==> src/rtl/lcd_scan_pkg.sv <==
package lcd_scan_pkg;

    // Three phases make up the transfer of one byte.
    typedef enum logic [1:0] {
        ST_HOLD  = 2'd0,   // previous byte held on the bus, next word fetched
        ST_SETUP = 2'd1,   // new byte driven, strobe low
        ST_HIGH  = 2'd2    // strobe high
    } scan_state_e;

endpackage

==> src/rtl/lcd_phase_timer.sv <==
module lcd_phase_timer #(
    parameter int PHASE_CYC = 50
) (
    input  logic clk,
    input  logic rst,
    output logic phase_end
);
    localparam int CW = (PHASE_CYC > 1) ? $clog2(PHASE_CYC) : 1;
    localparam logic [CW-1:0] LAST_CNT = CW'(PHASE_CYC - 1);

    typedef struct packed {
        logic [CW-1:0] cnt;
    } tmr_t;

    tmr_t r_q, r_d;

    always_comb begin
        r_d = r_q;
        if (r_q.cnt == LAST_CNT) begin
            r_d.cnt = '0;
        end else begin
            r_d.cnt = r_q.cnt + 1'b1;
        end
    end

    always_ff @(posedge clk) begin
        if (rst) begin
            r_q <= '0;
        end else begin
            r_q <= r_d;
        end
    end

    assign phase_end = (r_q.cnt == LAST_CNT);
endmodule

==> src/rtl/lcd_addr_gen.sv <==
module lcd_addr_gen #(
    parameter int AW         = 11,
    parameter int LAST_WORD  = 1063,
    parameter int LOOP_START = 6
) (
    input  logic          clk,
    input  logic          rst,
    input  logic          step,
    output logic [AW-1:0] addr
);
    localparam logic [AW-1:0] LAST_A = AW'(LAST_WORD);
    localparam logic [AW-1:0] LOOP_A = AW'(LOOP_START);

    typedef struct packed {
        logic [AW-1:0] addr;
    } ag_t;

    ag_t r_q, r_d;

    always_comb begin
        r_d = r_q;
        if (step) begin
            if (r_q.addr == LAST_A) begin
                r_d.addr = LOOP_A;
            end else begin
                r_d.addr = r_q.addr + 1'b1;
            end
        end
    end

    always_ff @(posedge clk) begin
        if (rst) begin
            r_q <= '0;
        end else begin
            r_q <= r_d;
        end
    end

    assign addr = r_q.addr;
endmodule

==> src/rtl/lcd_scan_seq.sv <==
module lcd_scan_seq
    import lcd_scan_pkg::*;
#(
    parameter int INIT_LEN   = 8,
    parameter int LOOP_START = 6,
    parameter int PAGES      = 8,
    parameter int PAGE_BYTES = 132,
    parameter int PHASE_CYC  = 50,
    parameter int AW         = $clog2(INIT_LEN + PAGES * PAGE_BYTES)
) (
    input  logic          clk,
    input  logic          rst,
    output logic [AW-1:0] buf_addr,
    input  logic [8:0]    buf_word,
    output logic          lcd_en,
    output logic          lcd_rs,
    output logic          lcd_rw,
    output logic [7:0]    lcd_db
);
    localparam int WORDS     = INIT_LEN + PAGES * PAGE_BYTES;
    localparam int LAST_WORD = WORDS - 1;

    typedef struct packed {
        scan_state_e st;
        logic        en;
        logic        rs;
        logic [7:0]  db;
    } seq_t;

    seq_t r_q, r_d;
    logic phase_end;
    logic addr_step;

    lcd_phase_timer #(
        .PHASE_CYC (PHASE_CYC)
    ) u_timer (
        .clk       (clk),
        .rst       (rst),
        .phase_end (phase_end)
    );

    // The address moves on as the strobe falls. The following hold
    // phase hides the buffer read latency.
    assign addr_step = (r_q.st == ST_HIGH) && phase_end;

    lcd_addr_gen #(
        .AW         (AW),
        .LAST_WORD  (LAST_WORD),
        .LOOP_START (LOOP_START)
    ) u_addr (
        .clk  (clk),
        .rst  (rst),
        .step (addr_step),
        .addr (buf_addr)
    );

    always_comb begin
        r_d = r_q;
        if (phase_end) begin
            case (r_q.st)
                ST_HOLD: begin
                    r_d.rs = buf_word[8];
                    r_d.db = buf_word[7:0];
                    r_d.st = ST_SETUP;
                end
                ST_SETUP: begin
                    r_d.en = 1'b1;
                    r_d.st = ST_HIGH;
                end
                ST_HIGH: begin
                    r_d.en = 1'b0;
                    r_d.st = ST_HOLD;
                end
                default: begin
                    r_d.en = 1'b0;
                    r_d.st = ST_HOLD;
                end
            endcase
        end
    end

    always_ff @(posedge clk) begin
        if (rst) begin
            r_q.st <= ST_HOLD;
            r_q.en <= 1'b0;
            r_q.rs <= 1'b0;
            r_q.db <= '0;
        end else begin
            r_q <= r_d;
        end
    end

    assign lcd_en = r_q.en;
    assign lcd_rs = r_q.rs;
    assign lcd_db = r_q.db;
    assign lcd_rw = 1'b0;
endmodule

==> config.mk <==
export PLATFORM = sky130hd
export DESIGN_NAME = lcd_scan_seq
export DESIGN_NICKNAME = d
export VERILOG_FILES = /design/src/rtl/lcd_scan_pkg.sv /design/src/rtl/lcd_phase_timer.sv /design/src/rtl/lcd_addr_gen.sv /design/src/rtl/lcd_scan_seq.sv
export SDC_FILE = /design/constraint.sdc
export NUM_CORES = 1
export LEC_CHECK = 0
export ABC_AREA = 1
export ABC_CLOCK_PERIOD_IN_PS = 1600
export BUFFER_PORTS_ARGS = -buffer_cell sky130_fd_sc_hd__buf_2
export CAP_MARGIN = 25
export CORE_MARGIN = 1
export CORE_UTILIZATION = 30
export DETAILED_ROUTE_END_ITERATION = 10
export GPL_TIMING_DRIVEN = 0
export PLACE_DENSITY = 0.57
export SLEW_MARGIN = 20
export SYNTH_ARGS = -nofsm -noshare
export SYNTH_HDL_FRONTEND = slang
export SYNTH_SLANG_ARGS = --single-unit
==> constraint.sdc <==
create_clock -name clk -period 1.6 [get_ports clk]
set_clock_uncertainty 0.05 [all_clocks]
set_input_delay 0.08 -clock clk [delete_from_list [all_inputs] [get_ports clk]]
set_output_delay 0.08 -clock clk [all_outputs]
set_load 0.01 [all_outputs]
==> Word-level counts from Yosys, hierarchy flattened <==
Cells that the tools add are included.
{ "word_totals": {"elab_cells": 21, "out_inout_bits": 22, "regBits": 29, "inputBits": 11} }
{ "classes": {"addsub": 2, "muxes": 3, "n_reduce_logical": 5, "bitwise_logic": 1, "n_eq_ne": 4} }
{ "ops": {"columns": ["cell", "count"], "rows": [
  ["adder 11 x 1 -> 11 bit (second input constant)", 1],
  ["== test 11 bit (second input constant)", 1],
  ["2-to-1 mux 11 bit", 1],
  ["adder 6 x 1 -> 6 bit (second input constant)", 1],
  ["== test 6 bit (second input constant)", 1],
  ["case mux 2 bit (2 select lines)", 1],
  ["AND reduction 2 bit", 2],
  ["== test 2 x 1 -> 1 bit (second input constant)", 1],
  ["== test 2 bit (second input constant)", 1],
  ["zero test 2 bit", 1],
  ["case mux 1 bit (2 select lines)", 1],
  ["OR reduction 2 bit", 1],
  ["logical AND 1 bit", 1],
  ["inverter 1 bit", 1]
]} }

==> Logic depth before layout (Yosys ltp) <==
{ "depth": {"word_depth": 3, "depth_mapped": 11, "ltp_nobuf": 10} }

==> Modules after synthesis <==
A second synthesis with hierarchy kept.
{ "unflattened": {"cells_unflattened": 202, "hier_area_um2": 1490.2} }
{ "modules_own_cells": {"columns": ["module", "n_inst", "seq_area_each_um2", "area_per_inst_um2", "cells_per_inst"], "rows": [
  ["lcd_addr_gen", 1, 220.2, 604.3, 83],
  ["lcd_scan_seq", 1, 240.2, 603.1, 85],
  ["lcd_phase_timer", 1, 120.1, 282.8, 34]
]} }

==> Worst setup path after synthesis <==
OpenSTA, ideal clock, no wires.
{ "synth_path": {"path_kind": "register -> register", "from": "reg u_addr.r_q (netlist bit u_addr.addr[0])", "to": "reg u_addr.r_q (netlist bit u_addr.addr[10])", "setup_slack_ns": 0.199, "arrival_time_ns": 1.236, "stages_incl_launch_ff": 9, "synth_period_minus_slack_ns": 1.401, "n_path_buf": 0, "required_time_ns": 1.435, "setup_time_ns": 0.115, "cell_sequence": "dfxtp_1 > ha_1 > nand3_2 > inv_1 > nand2_1 > nor2_2 > nand3_1 > nand2_1 > nor2_1"} }
{ "synth_via": {"elab_chain_len": 2, "word_cells_on_any_way": 3, "classes_between": "add/sub (1); eq/ne (1); mux (1)"} }
{ "synth_lines": {"columns": ["element", "line", "source"], "rows": [
  ["start, declared", "lcd_addr_gen.sv:18", "ag_t r_q, r_d;"],
  ["start signal, assigned", "lcd_addr_gen.sv:35", "r_q <= r_d;"],
  ["adder 11 x 1 -> 11 bit or == test 11 bit (tied branches)", "lcd_addr_gen.sv:26, lcd_addr_gen.sv:23", null],
  ["2-to-1 mux 11 bit (*)", "lcd_addr_gen.sv:23", "if (r_q.addr == LAST_A) begin"]
]} }
Every way passes the cells marked *; elsewhere a longest branch is shown, timed or not.
A chain may end at the register's enable or synchronous reset.

==> Worst setup path in the final report <==
{ "layout_path": {"from": "reg u_timer.r_q[1] in the netlist's numbering", "to": "reg u_addr.r_q (netlist bit u_addr.addr[3])"} }
{ "layout_via": {"elab_chain_len": 2} }
{ "layout_lines": {"columns": ["element", "line", "source"], "rows": [
  ["start, declared", "lcd_phase_timer.sv:15", "tmr_t r_q, r_d;"],
  ["start signal, assigned", "lcd_phase_timer.sv:30", "r_q <= r_d;"],
  ["== test 6 bit", "lcd_phase_timer.sv:34", "assign phase_end = (r_q.cnt == LAST_CNT);"],
  ["logical AND 1 bit", "lcd_scan_seq.sv:44", "assign addr_step = (r_q.st == ST_HIGH) && phase_end;"]
]} }
No other way between the ends.

==> impl_results.md <==
- Crit path DAT: 1700 ps
- Place WS: 39.0 ps
- Worst Path Required: 1770 ps
- Peak VDD IR: 0.349 mV
- Hold Crit Start: buf_word[2]
- Mapped cell area: 1450 um^2
- Fmax: 654 MHz
- Std-Cell Core Area: 4500 um^2
- CTS H-tree depth: 2
- Routed wire length: 3070 um
- Die height: 71.5 um
- GRT Total Usage: 0.125
- Avg Cell Area, Syn: 7.21 um^2
- Layout Utilization: 0.422
- Worst setup margin: 70.0 ps
- CTS Hold Bufs: 0
- DRT iter0 DRCs: 68
- Placer Congestion: 0.855
- Cell row count: 24
- Max cap viols: 0
- FILL cells: 486
- Lkg Pwr: 0.807 nW
- WHS Endpoint: lcd_db[2]$_SDFFE_PP0P_
- Global-route wire length before repair: 4920 um
- Largest net degree at the start of global routing: 11
- Tcrit/Tclk final: 0.956
- Hpwl dp: 2180 um
- Outcome: finished, final reports clean
- Worst Path Max Fanout: 6
- Final Slew Violations: 0
- R2R depth: 12
- I/O Buffers: 30
- Vias per Instance: 4.49
- Starting Density: 0.322
- Reg-to-Reg End: u_addr.addr[3]$_SDFFE_PP0P_
- Startpoint types: register
- Final setup fails: 0
- Fin nets: 258
- Gate Count Post-Synth: 201
- Clock slew at reported path FFs: 60 ps
- Die Span X: 71.5 um
- CTS tree: yes
- Clock sinks: 29
- Routed Antenna Nets: 0
- Final TNS setup: 0 ps
- Top FF cell, synth: dfxtp_1
- Yosys warns: 0
- CP Class: reg2reg
- Crit. End Element: register
- GR Util met1: 0.157
- R2R Path Start: u_timer.r_q[1]$_SDFF_PP0_
- Root Buffer: clkbuf_8
- Vias in the first global route: 1,150
- Layout cells sized above 1: 0.331
- Num ports: 33
- TritonRoute pass-1 iters: 4
- M2 GR Usage: 0.193
- Synthesized Nets: 215
- GRT busiest layer: met2
- Clk buf depth: 2
- Layout area overhead: 31.0%
- Library cells used by synthesis: 28
- Hold Path Class: in2reg
- Drt drc: 0
- EDFF count, synth: 0
- Tot Pwr: 1.58 mW
- Grt total ovfl: 0
- Initial antenna violation count: 0
- Reg-to-reg setup timing slack: 70 ps
- Seq cells post-synth: 29
- Critical Path Source: u_timer.r_q[1]$_SDFF_PP0_
- Final Hold Viols: 0
- Die area: 5120 um^2
- Hold depth: 3
- Pwr Density: 831 nW/um^2
- Num CTS Buffers: 5
- Post-synthesis sequential area ratio: 0.400
- Global routing met3 resource utilization: 0.0408
- Min Tclk post-route: 1530 ps
- Via count: 1,334
- Wirelength per Cell: 10.3 um
- Post-synth ARST share: 0
- Diode count: 0
- Clock Latency Late Sink: 280 ps
per-stage QoR:
step / hold WS, ps / cells / instance area, um^2
2_1_floorplan: 222 / 201 / 1450
3_3_place_gp: 313 / 283 / 1670
3_5_place_dp: 321 / 283 / 1670
4_1_cts: 20.9 / 291 / 1780
5_1_grt: 37.3 / 297 / 1900
6_report: 22.1 / 297 / 1900
how the worst max path moves through the flow:
stage | end | slack (ps)
2_1_floorplan | u_addr.addr[10]$_SDFFE_PP0P_ | 200
3_3_place_gp | u_addr.addr[3]$_SDFFE_PP0P_ | 50
3_5_place_dp | u_addr.addr[8]$_SDFFE_PP0P_ | 40
4_1_cts | u_addr.addr[8]$_SDFFE_PP0P_ | 30
5_1_grt | u_addr.addr[0]$_SDFFE_PP0P_ | -10
6_report | u_addr.addr[3]$_SDFFE_PP0P_ | 70
kinds of logic (layout without fill, tap and decap cells):
family	count (synthesis)	count (layout)	synth area share
compound gates	34	34	0.118
xor+xnor	4	4	0.0242
simple gates	85	85	0.282
other cells	1	1	0.00259
buf+inv	45	89	0.147
flops	29	29	0.400
fa+ha+maj	3	3	0.0259
timing repair:
item | 4_1_cts | 5_1_grt
setup endpoints to repair | 0 | 18
resized for setup | 0 | 21
setup buffers | 0 | 6
power by group:
part	switching [mW]	internal [mW]
Clock	0.275	0.507
Sequential	0.00707	0.729
Combinational	0.0313	0.0294
Total	0.313	1.27
cell usage in the layout (no fill, tap or decap), drive strengths merged:
cell type / n
nand4: 3
xnor2: 1
clkbuf: 8
a21oi: 17
nand2: 37
buf: 48
bufinv: 1
conb: 1
o22ai: 1
inv: 32
nor3b: 1
nor3: 2
o21ai: 16
nand3b: 1
nor2: 32
nand3: 9
dfxtp: 29
ha: 3
xor2: 3
state kept, by name (all words and copies together) (netlist names):
signal,flops
r_q,2
u_timer.r_q,6
lcd_rs,1
lcd_en,1
u_addr.addr,11
lcd_db,8
per-layer routing:
metal | wire [um] | vias up | part of all wire
met2 | 1380 | 28 | 0.45
met3 | 121 | 5 | 0.039
met5 | 0 | - | 0
met1 | 1510 | 594 | 0.49
li1 | - | 707 | -
met4 | 68 | 0 | 0.022
Yosys cell counts (4+ instances only):
cell type / instances / area [um^2]
nand3_1: 6 / 30.0
nor2_1: 25 / 93.8
a21oi_1: 17 / 85.1
nand2_1: 36 / 135
o21ai_0: 13 / 65.1
buf_4: 9 / 67.6
nor2_2: 4 / 25.0
dfxtp_1: 29 / 581
inv_1: 29 / 109
final cells by class:
cell class | instances | area (um^2) | share of cell area
Multi-Input combinational cell | 127 | 716 | 0.377
Sequential cell | 29 | 584 | 0.308
Timing Repair Buffer | 36 | 199 | 0.105
Buffer | 13 | 98.8 | 0.0520
Clock inverter | 1 | 30.0 | 0.0158
Inverter | 32 | 120 | 0.0632
Clock buffer | 7 | 86.3 | 0.0455
Tap cell | 52 | 65.1 | 0.0343
critical path, stage by stage, from the launching register on:
cell and delay [ps]:
dfxtp_2 320, inv_2 70, ha_4 120, nand2_2 60, nor2_4 150, nand3_4 120
buf_8 160, buf_6 120, nor2_1 80, nand2_1 60, nand2_1 60, nand2_1 50
inv_1 50
Note: power is estimated with default switching activity, not from simulation.
